--- config.mk ---
export PLATFORM = sky130hd
export DESIGN_NAME = bridge_fwd_decoder
export DESIGN_NICKNAME = d
export VERILOG_FILES = /design/src/rtl/fwd_pkg.sv /design/src/rtl/fwd_ctrl.sv /design/src/rtl/fwd_datapath.sv /design/src/rtl/bridge_fwd_decoder.sv
export SDC_FILE = /design/constraint.sdc
export NUM_CORES = 1
export LEC_CHECK = 0
export BUFFER_PORTS_ARGS = -buffer_cell sky130_fd_sc_hd__buf_4
export CAP_MARGIN = 10
export CORE_MARGIN = 10
export CORE_UTILIZATION = 43
export DETAILED_ROUTE_END_ITERATION = 8
export PLACE_DENSITY = 0.82
export SYNTH_ARGS = -nofsm -noshare
export SYNTH_HDL_FRONTEND = slang
export SYNTH_HIERARCHICAL = 1
export SYNTH_SLANG_ARGS = --single-unit
--- constraint.sdc ---
create_clock -name clk -period 2.65 [get_ports clk]
set_input_delay 0.53 -clock clk [delete_from_list [all_inputs] [get_ports clk]]
set_output_delay 0.53 -clock clk [all_outputs]
set_load 0.02 [all_outputs]
--- src/rtl/fwd_pkg.sv ---
package fwd_pkg;

  // Bits below this position form the legacy 64 KB I/O space.
  localparam int LEGACY_BITS = 16;
  // I/O ranges repeat every 2**ALIAS_BITS bytes.
  localparam int ALIAS_BITS  = 10;

  localparam logic [63:0] VGA_MEM_LO = 64'h0000_0000_000A_0000;
  localparam logic [63:0] VGA_MEM_HI = 64'h0000_0000_000B_FFFF;

  localparam logic [ALIAS_BITS-1:0] VGA_IO_A_LO = 10'h3B0;
  localparam logic [ALIAS_BITS-1:0] VGA_IO_A_HI = 10'h3BB;
  localparam logic [ALIAS_BITS-1:0] VGA_IO_B_LO = 10'h3C0;
  localparam logic [ALIAS_BITS-1:0] VGA_IO_B_HI = 10'h3DF;
  localparam logic [ALIAS_BITS-1:0] ISA_HOLE_LO = 10'h100;

  // Software-visible control bits, in write-data bit order (msb first).
  typedef struct packed {
    logic vgaPassEn;   // bit 3
    logic isaHoleEn;   // bit 2
    logic memSpaceEn;  // bit 1
    logic ioSpaceEn;   // bit 0
  } ctrl_bits_t;

  // Strobes from the control side to the datapath.
  typedef struct packed {
    logic loadDecision;
    logic clearDecision;
  } dp_strobe_t;

endpackage

--- src/rtl/fwd_ctrl.sv ---
module fwd_ctrl
  import fwd_pkg::*;
(
  input  logic       clk,
  input  logic       rst_n,
  input  logic       cfgWrEn,
  input  logic [3:0] cfgWrData,
  input  logic       reqValid,
  output ctrl_bits_t ctrlBits,
  output dp_strobe_t strobe,
  output logic       fwdValid
);

  ctrl_bits_t ctrlQ;
  logic       validQ;

  always_ff @(posedge clk) begin
    if (!rst_n) begin
      ctrlQ  <= '0;
      validQ <= 1'b0;
    end else begin
      if (cfgWrEn) ctrlQ <= ctrl_bits_t'(cfgWrData);
      validQ <= reqValid;
    end
  end

  always_comb begin
    strobe.loadDecision  = reqValid;
    strobe.clearDecision = !reqValid && validQ;
  end

  assign ctrlBits = ctrlQ;
  assign fwdValid = validQ;

endmodule

--- src/rtl/fwd_datapath.sv ---
module fwd_datapath
  import fwd_pkg::*;
#(
  parameter int ADDR_W = 64,
  parameter int IO_W   = 32
) (
  input  logic              clk,
  input  logic              rst_n,
  input  dp_strobe_t        strobe,
  input  ctrl_bits_t        ctrlBits,
  input  logic              reqIsIo,
  input  logic              reqFromSec,
  input  logic [ADDR_W-1:0] reqAddr,
  input  logic [IO_W-1:0]   ioBase,
  input  logic [IO_W-1:0]   ioLimit,
  output logic              claimDown,
  output logic              claimUp
);

  localparam int HIGH_W = ADDR_W - LEGACY_BITS;

  logic                  highZero;
  logic [ALIAS_BITS-1:0] aliasOff;
  logic                  vgaIoHit, vgaMemHit, windowHit, isaHole;
  logic                  downIo, downMem, upIo, upMem;
  logic                  nextDown, nextUp;
  logic [ADDR_W-1:0]     baseExt, limitExt;

  assign baseExt  = ADDR_W'(ioBase);
  assign limitExt = ADDR_W'(ioLimit);

  always_comb begin
    highZero  = (reqAddr[ADDR_W-1:LEGACY_BITS] == HIGH_W'(0));
    aliasOff  = reqAddr[ALIAS_BITS-1:0];
    vgaIoHit  = highZero &&
                (((aliasOff >= VGA_IO_A_LO) && (aliasOff <= VGA_IO_A_HI)) ||
                 ((aliasOff >= VGA_IO_B_LO) && (aliasOff <= VGA_IO_B_HI)));
    vgaMemHit = (reqAddr >= ADDR_W'(VGA_MEM_LO)) && (reqAddr <= ADDR_W'(VGA_MEM_HI));
    windowHit = (reqAddr >= baseExt) && (reqAddr <= limitExt);
    isaHole   = ctrlBits.isaHoleEn && highZero && (aliasOff >= ISA_HOLE_LO);

    downIo  = ctrlBits.ioSpaceEn &&
              ((ctrlBits.vgaPassEn && vgaIoHit) || (windowHit && !isaHole));
    downMem = ctrlBits.memSpaceEn && ctrlBits.vgaPassEn && vgaMemHit;
    upIo    = ctrlBits.ioSpaceEn && !downIo;
    upMem   = ctrlBits.memSpaceEn && !ctrlBits.vgaPassEn && vgaMemHit;

    nextDown = !reqFromSec && (reqIsIo ? downIo : downMem);
    nextUp   =  reqFromSec && (reqIsIo ? upIo   : upMem);
  end

  always_ff @(posedge clk) begin
    if (!rst_n) begin
      claimDown <= 1'b0;
      claimUp   <= 1'b0;
    end else if (strobe.loadDecision) begin
      claimDown <= nextDown;
      claimUp   <= nextUp;
    end else if (strobe.clearDecision) begin
      claimDown <= 1'b0;
      claimUp   <= 1'b0;
    end
  end

endmodule

--- src/rtl/bridge_fwd_decoder.sv ---
module bridge_fwd_decoder
  import fwd_pkg::*;
#(
  parameter int ADDR_W = 64,
  parameter int IO_W   = 32
) (
  input  logic              clk,
  input  logic              rst_n,
  input  logic              cfgWrEn,
  input  logic [3:0]        cfgWrData,
  input  logic [IO_W-1:0]   ioBase,
  input  logic [IO_W-1:0]   ioLimit,
  input  logic              reqValid,
  input  logic              reqIsIo,
  input  logic              reqFromSec,
  input  logic [ADDR_W-1:0] reqAddr,
  output logic              fwdValid,
  output logic              claimDown,
  output logic              claimUp
);

  ctrl_bits_t ctrlBits;
  dp_strobe_t strobe;

  fwd_ctrl u_ctrl (
    .clk       (clk),
    .rst_n     (rst_n),
    .cfgWrEn   (cfgWrEn),
    .cfgWrData (cfgWrData),
    .reqValid  (reqValid),
    .ctrlBits  (ctrlBits),
    .strobe    (strobe),
    .fwdValid  (fwdValid)
  );

  fwd_datapath #(.ADDR_W(ADDR_W), .IO_W(IO_W)) u_dp (
    .clk        (clk),
    .rst_n      (rst_n),
    .strobe     (strobe),
    .ctrlBits   (ctrlBits),
    .reqIsIo    (reqIsIo),
    .reqFromSec (reqFromSec),
    .reqAddr    (reqAddr),
    .ioBase     (ioBase),
    .ioLimit    (ioLimit),
    .claimDown  (claimDown),
    .claimUp    (claimUp)
  );

endmodule

# Word-level counts from Yosys, hierarchy flattened

Index checks and enable logic that the tools add are counted.
W data, S select, Z words.

$lt $le $gt $ge: 9
Mux-type cells: 5
Reduce and logical (&&, ||, !) cells: 27

Operator list:

| operator               | count |
|---|---|
| $ge A64 B20 Y1 const B | 1 |
| $ge A64 B32 Y1         | 1 |
| $le A64 B20 Y1 const B | 1 |
| $le A64 B32 Y1         | 1 |
| $logic_not A48 Y1      | 1 |
| $ge A10 B10 Y1 const B | 2 |
| $le A10 B10 Y1 const B | 2 |
| $logic_and A1 B1 Y1    | 18 |
| $ge A10 B9 Y1 const B  | 1 |
| $logic_not A1 Y1       | 5 |
| $mux W1                | 5 |
| $logic_or A1 B1 Y1     | 2 |
| $reduce_bool A2 Y1     | 1 |

Register bits: 7
Input bits: 138
Logic and storage cells: 48

# Longest topological paths before layout

Depth in word-level cells: 12
Gate-level depth with buffers: 9
Gate-level depth less buffers: 9

# By module

The synthesis kept the hierarchy.

By module, submodules not included:

| module       | instances | cells an instance | area an instance (µm²) | sequential area each (µm²) |
|---|---|---|---|---|
| fwd_datapath | 1         | 266               | 1909.3                 | 40.0 |
| fwd_ctrl     | 1         | 17                | 196.4                  | 100.1 |

# Worst setup path before layout

No wires, ideal clock.

Kind: input -> register
Start: input port ioBase[13]
End: register u_dp.claimDown
Library setup time: 0.084 ns
Arrival time: 2.186 ns
Data required time: 2.566 ns
Slack: 0.379 ns
Stages: 9
Cells stage by stage: inv_1 ha_1 nand4_2 or4_1 o41ai_2 o311ai_1 nand2_1 a41oi_1 o31ai_2

Cells in the longest elaborated chain, start to end: 8

Ends and longest elaborated chain:

| what                 | line                     | text |
|---|---|---|
| start, declared      | bridge_fwd_decoder.sv:11 | `input logic [IO_W-1:0] ioBase,` |
| $ge A64 B32 Y1       | fwd_datapath.sv:39       | `windowHit = (reqAddr >= baseExt) && (reqAddr <= limitExt);` |
| $logic_and A1 B1 Y1  | fwd_datapath.sv:39       |  |
| $logic_and A1 B1 Y1  | fwd_datapath.sv:43       | `((ctrlBits.vgaPassEn && vgaIoHit) \|\| (windowHit && !isaHole));` |
| $logic_or A1 B1 Y1   | fwd_datapath.sv:43       |  |
| $logic_and A1 B1 Y1  | fwd_datapath.sv:42       | `downIo = ctrlBits.ioSpaceEn &&` |
| $mux W1              | fwd_datapath.sv:48       | `nextDown = !reqFromSec && (reqIsIo ? downIo : downMem);` |
| $logic_and A1 B1 Y1  | fwd_datapath.sv:48       |  |
| $mux W1              | fwd_datapath.sv:56       | `end else if (strobe.loadDecision) begin` |
| end signal, assigned | fwd_datapath.sv:57       | `claimDown <= nextDown;` |
| end, declared        | fwd_datapath.sv:16       | `output logic claimDown,` |

No other way between the ends.
A chain may end at the register's enable or synchronous reset.

# Final worst setup path

Start: input port reqAddr[13]
End: register u_dp.claimDown

Cells in the longest elaborated chain, start to end: 8
Elaborated cells between the ends (all ways): 13
Classes of those cells: 4 x order compare; 2 x mux; 7 x reduce/logical

Ends and longest elaborated chain:

| what                                                    | line                     | text |
|---|---|---|
| start, declared                                         | bridge_fwd_decoder.sv:16 | `input logic [ADDR_W-1:0] reqAddr,` |
| $ge A64 B32 Y1 / $le A64 B32 Y1 (equally long branches) | fwd_datapath.sv:39       |  |
| $logic_and A1 B1 Y1                                     | fwd_datapath.sv:39       |  |
| $logic_and A1 B1 Y1                                     | fwd_datapath.sv:43       |  |
| $logic_or A1 B1 Y1                                      | fwd_datapath.sv:43       |  |
| $logic_and A1 B1 Y1                                     | fwd_datapath.sv:42       |  |
| $mux W1 *                                               | fwd_datapath.sv:48       |  |
| $logic_and A1 B1 Y1 *                                   | fwd_datapath.sv:48       |  |
| $mux W1 *                                               | fwd_datapath.sv:56       |  |

Mark *: on every way between the ends. The rest lies on a longest branch, timed or not.

==> out/qor.csv <==
stage,metric,value,unit
sta,setup violators final,0,
place,routability cong.,0.864,
grt,GR Overflow Total,0,
drt,DR vias,2466,
min_path,worst hold path type,reg -> reg,
finish,share of layout cells above drive strength 1,0.348,
cts,total number of clock tree sinks,7,
logic_synthesis,"Distinct cells, synth",43,
cts,post-cts resize count,0,
min_path,Hold Path Sink,u_dp/claimDown,
sta,post-layout min period,2340,ps
sta,Worst-Margin Slew,487,ps
min_path,hold path start,u_dp/claimDown,
cts,Clock Tree Buf Depth,2,
floorplanning,die height,90.0,µm
worst_setup_path,worst path arrival time,2490,ps
drt,detailed-route vias per instance,5.01,
sta,final hold vios,0,
drt,1st-iter DRT viols,85,
drt,WL per Instance,15.1,µm
floorplanning,# IOs,141,
cts,clock-pin slew on the worst setup and hold paths,40,ps
sta,Post-Route Skew,1.12,ps
drt,Pre-antenna DRT Iters,4,
floorplanning,chip width,90.0,µm
outcome,status,finished clean,
logic_synthesis,multiplexer area fraction after synthesis,0.0190,
place,number of port buffers,140,
job,max_cap viols,0,
logic_synthesis,largest family of logic cells by synthesized area,adder cells,
floorplanning,core footprint,4720,µm²
cts,hold buffers post-CTS,0,
finish,Nets,628,
drt,antenna-violating nets left,0,
worst_setup_path,R2R Setup Slk,1150,ps
cts,clk_lat worst skew,230,ps
sta,Slew Limit Fails,0,
worst_setup_path,reg-to-reg endpoint,u_dp/claimDown,
sta,Rel. slew slack,0.667,
logic_synthesis,Syn Nets,485,
cts,CTS Buf Count,3,
grt,vias in the first global route,2620,
grt,first-pass GRT wire length,12.0,mm
worst_setup_path,"Max FO, Critical Path",3,
sta,setup_tns,0,ps
min_path,Hold Crit Depth,2,
grt,gr usage total,0.171,
worst_setup_path,Worst Reg-to-Reg Cells,7,
logic_synthesis,compound-gate portion of the synthesized area,0.190,
logic_synthesis,YS warnings,6,
sta,Max Freq,427,MHz
logic_synthesis,#FFs+latches synth,7,
floorplanning,Die ar.,8100,µm²
pwr,LEAKAGE,1.86,nW
cts,H-tree depth,1,
cts,CTS root buffer,clkbuf_8,
cts,setup repair bufs after CTS,0,
cts,CTS tree,yes,
pwr,Peak supply drop,0.371,mV
finish,"most common cell after layout, fill and taps aside",buf_4,
logic_synthesis,synthesized cell area,2110,µm²
drt,DR DRC count,0,
floorplanning,site row count,25,
worst_setup_path,Critical R2R Launch,u_ctrl/ctrlBits[2],
finish,Finished Cell Area,3270,µm²
pwr,PD cells,205,nW/µm²
grt,largest net degree at the start of global routing,9,
finish,Synth-to-Final Area Change,55.1,%
worst_setup_path,Crit path required time,2790,ps
floorplanning,Starting Density,0.446,
worst_setup_path,Setup crit end kind,register,
logic_synthesis,Adder-Cell Fraction of Synth Area,0.380,
finish,most frequent cells in the layout,"140 x buf_4, 67 x inv_1, 64 x ha_1",
sta,"Period Utilization, post-route",0.884,
worst_setup_path,Critical Path Source Type,input port,
place,Area after DPL,3220,µm²
finish,Ant. Diodes,0,
place,DP HPWL,6.84,mm
drt,Post-Route WL,7.41,mm
logic_synthesis,Syn Area/Cell,7.44,µm²
grt,initial antenna violation count,0,
logic_synthesis,Mapped Cells,283,
logic_synthesis,Simple-Gate Fraction of Synth Area,0.216,
logic_synthesis,"Seq/Total Area, Yosys",0.0665,
logic_synthesis,xor/xnor share of the synthesized area,0,
sta,RSZ-0062 raised after global routing,false,
worst_setup_path,critical path type,in -> reg,
-- registers in the layout, indices dropped and copies added (netlist names) --
| name | count |
|---|---|
| u_ctrl/ctrlBits | 4 |
| u_ctrl/fwdValid | 1 |
| u_dp/claimDown | 1 |
| u_dp/claimUp | 1 |
-- power by group --
part           leakage (nW)  total [mW]  internal (mW)  switching, mW
logic                  1.78       0.406          0.234          0.172
clock network        0.0228       0.151          0.104         0.0468
registers            0.0575       0.114          0.110        0.00375
total                  1.86       0.671          0.449          0.222
-- synth_stat cells --
| cell type | n | area [µm²] |
|---|---|---|
| a32oi_1 | 1 | 8.76 |
| o21ai_0 | 5 | 25.0 |
| a21boi_0 | 1 | 7.51 |
| o41ai_2 | 1 | 16.3 |
| nor4_1 | 13 | 81.3 |
| nand4b_1 | 2 | 17.5 |
| nand4_2 | 1 | 12.5 |
| o41ai_1 | 1 | 8.76 |
| nor2b_1 | 8 | 50.1 |
| or4_1 | 1 | 7.51 |
| a221oi_1 | 2 | 17.5 |
| a211oi_1 | 2 | 15.0 |
| buf_4 | 1 | 7.51 |
| a22o_1 | 1 | 8.76 |
| a21o_1 | 4 | 30.0 |
| nor2_1 | 9 | 33.8 |
| buf_6 | 1 | 11.3 |
| mux2i_1 | 4 | 40.0 |
| nand2_1 | 15 | 56.3 |
| o221ai_1 | 1 | 8.76 |
| inv_1 | 67 | 251 |
| or4_4 | 1 | 11.3 |
| a32o_1 | 2 | 20.0 |
| a21oi_1 | 24 | 120 |
| o21ai_1 | 1 | 5.00 |
| nand3_1 | 6 | 30.0 |
| dfxtp_1 | 7 | 140 |
| a2111oi_2 | 1 | 15.0 |
| a22oi_1 | 1 | 7.51 |
| o31ai_2 | 1 | 12.5 |
| nand2b_1 | 2 | 12.5 |
| and3_1 | 2 | 12.5 |
| o311ai_1 | 1 | 8.76 |
| o21a_1 | 3 | 22.5 |
| nor3b_1 | 1 | 7.51 |
| a41oi_1 | 1 | 8.76 |
| o211ai_1 | 1 | 7.51 |
| nor3_1 | 3 | 15.0 |
| nand4_1 | 16 | 100 |
| and2_1 | 1 | 6.26 |
| ha_1 | 64 | 801 |
| a2111oi_0 | 2 | 17.5 |
| o2bb2ai_1 | 1 | 8.76 |
-- logic make-up after synthesis --
family                     after synthesis
AOI/OAI and AO/OA                       58
adders and majority gates               64
buffers and inverters                   69
DFF                                      7
muxes                                    4
and+or+nand+nor                         81
-- metal layers --
layer,part of all wire,up-vias,track usage
met5,0,-,0
met4,0.0097,0,0.0292
met3,0.048,8,0.0308
met2,0.50,72,0.304
met1,0.45,1070,0.211
li1,-,1316,-
-- worst max-delay path, stage by stage --
cell	delay, ps
buf_4	120
ha_1	300
nand4_2	120
or4_1	580
o41ai_2	230
o311ai_1	140
nand2_1	120
a41oi_1	150
o31ai_2	190
-- how the worst max path moves through the flow --
stage,from,end,slack [ps],cells after the start
2_1_floorplan,ioBase[13],u_dp/claimDown,380,9
3_3_place_gp,reqAddr[13],u_dp/claimDown,100,9
3_5_place_dp,reqAddr[15],u_dp/claimDown,70,9
4_1_cts,reqAddr[15],u_dp/claimDown,300,9
5_1_grt,ioBase[21],u_dp/claimUp,90,10
6_report,reqAddr[13],u_dp/claimDown,310,9
-- final cells by class --
cell class	instances	area (µm²)
Tap cell	67	83.8
Sequential cell	7	140
Fill cell	431	1460
Inverter	67	251
Multi-Input combinational cell	207	1700
Clock buffer	4	45.0
Timing Repair Buffer	140	1050
-- per-stage QoR --
| step | power, mW | hold slack [ps] | utilization | instances | setup slack [ps] |
|---|---|---|---|---|---|
| 3_5_place_dp | 0.521 | 492 | 0.682 | 488 | 68.1 |
| 5_1_grt | 0.736 | 515 | 0.692 | 492 | 90.9 |
| 3_3_place_gp | 0.509 | 479 | 0.682 | 488 | 103 |
| 6_report | 0.671 | 490 | 0.692 | 492 | 306 |
| 2_1_floorplan | 0.303 | 476 | - | 283 | 379 |
| 4_1_cts | 0.676 | 495 | 0.692 | 492 | 300 |
Power figures use the tool's default switching activity.
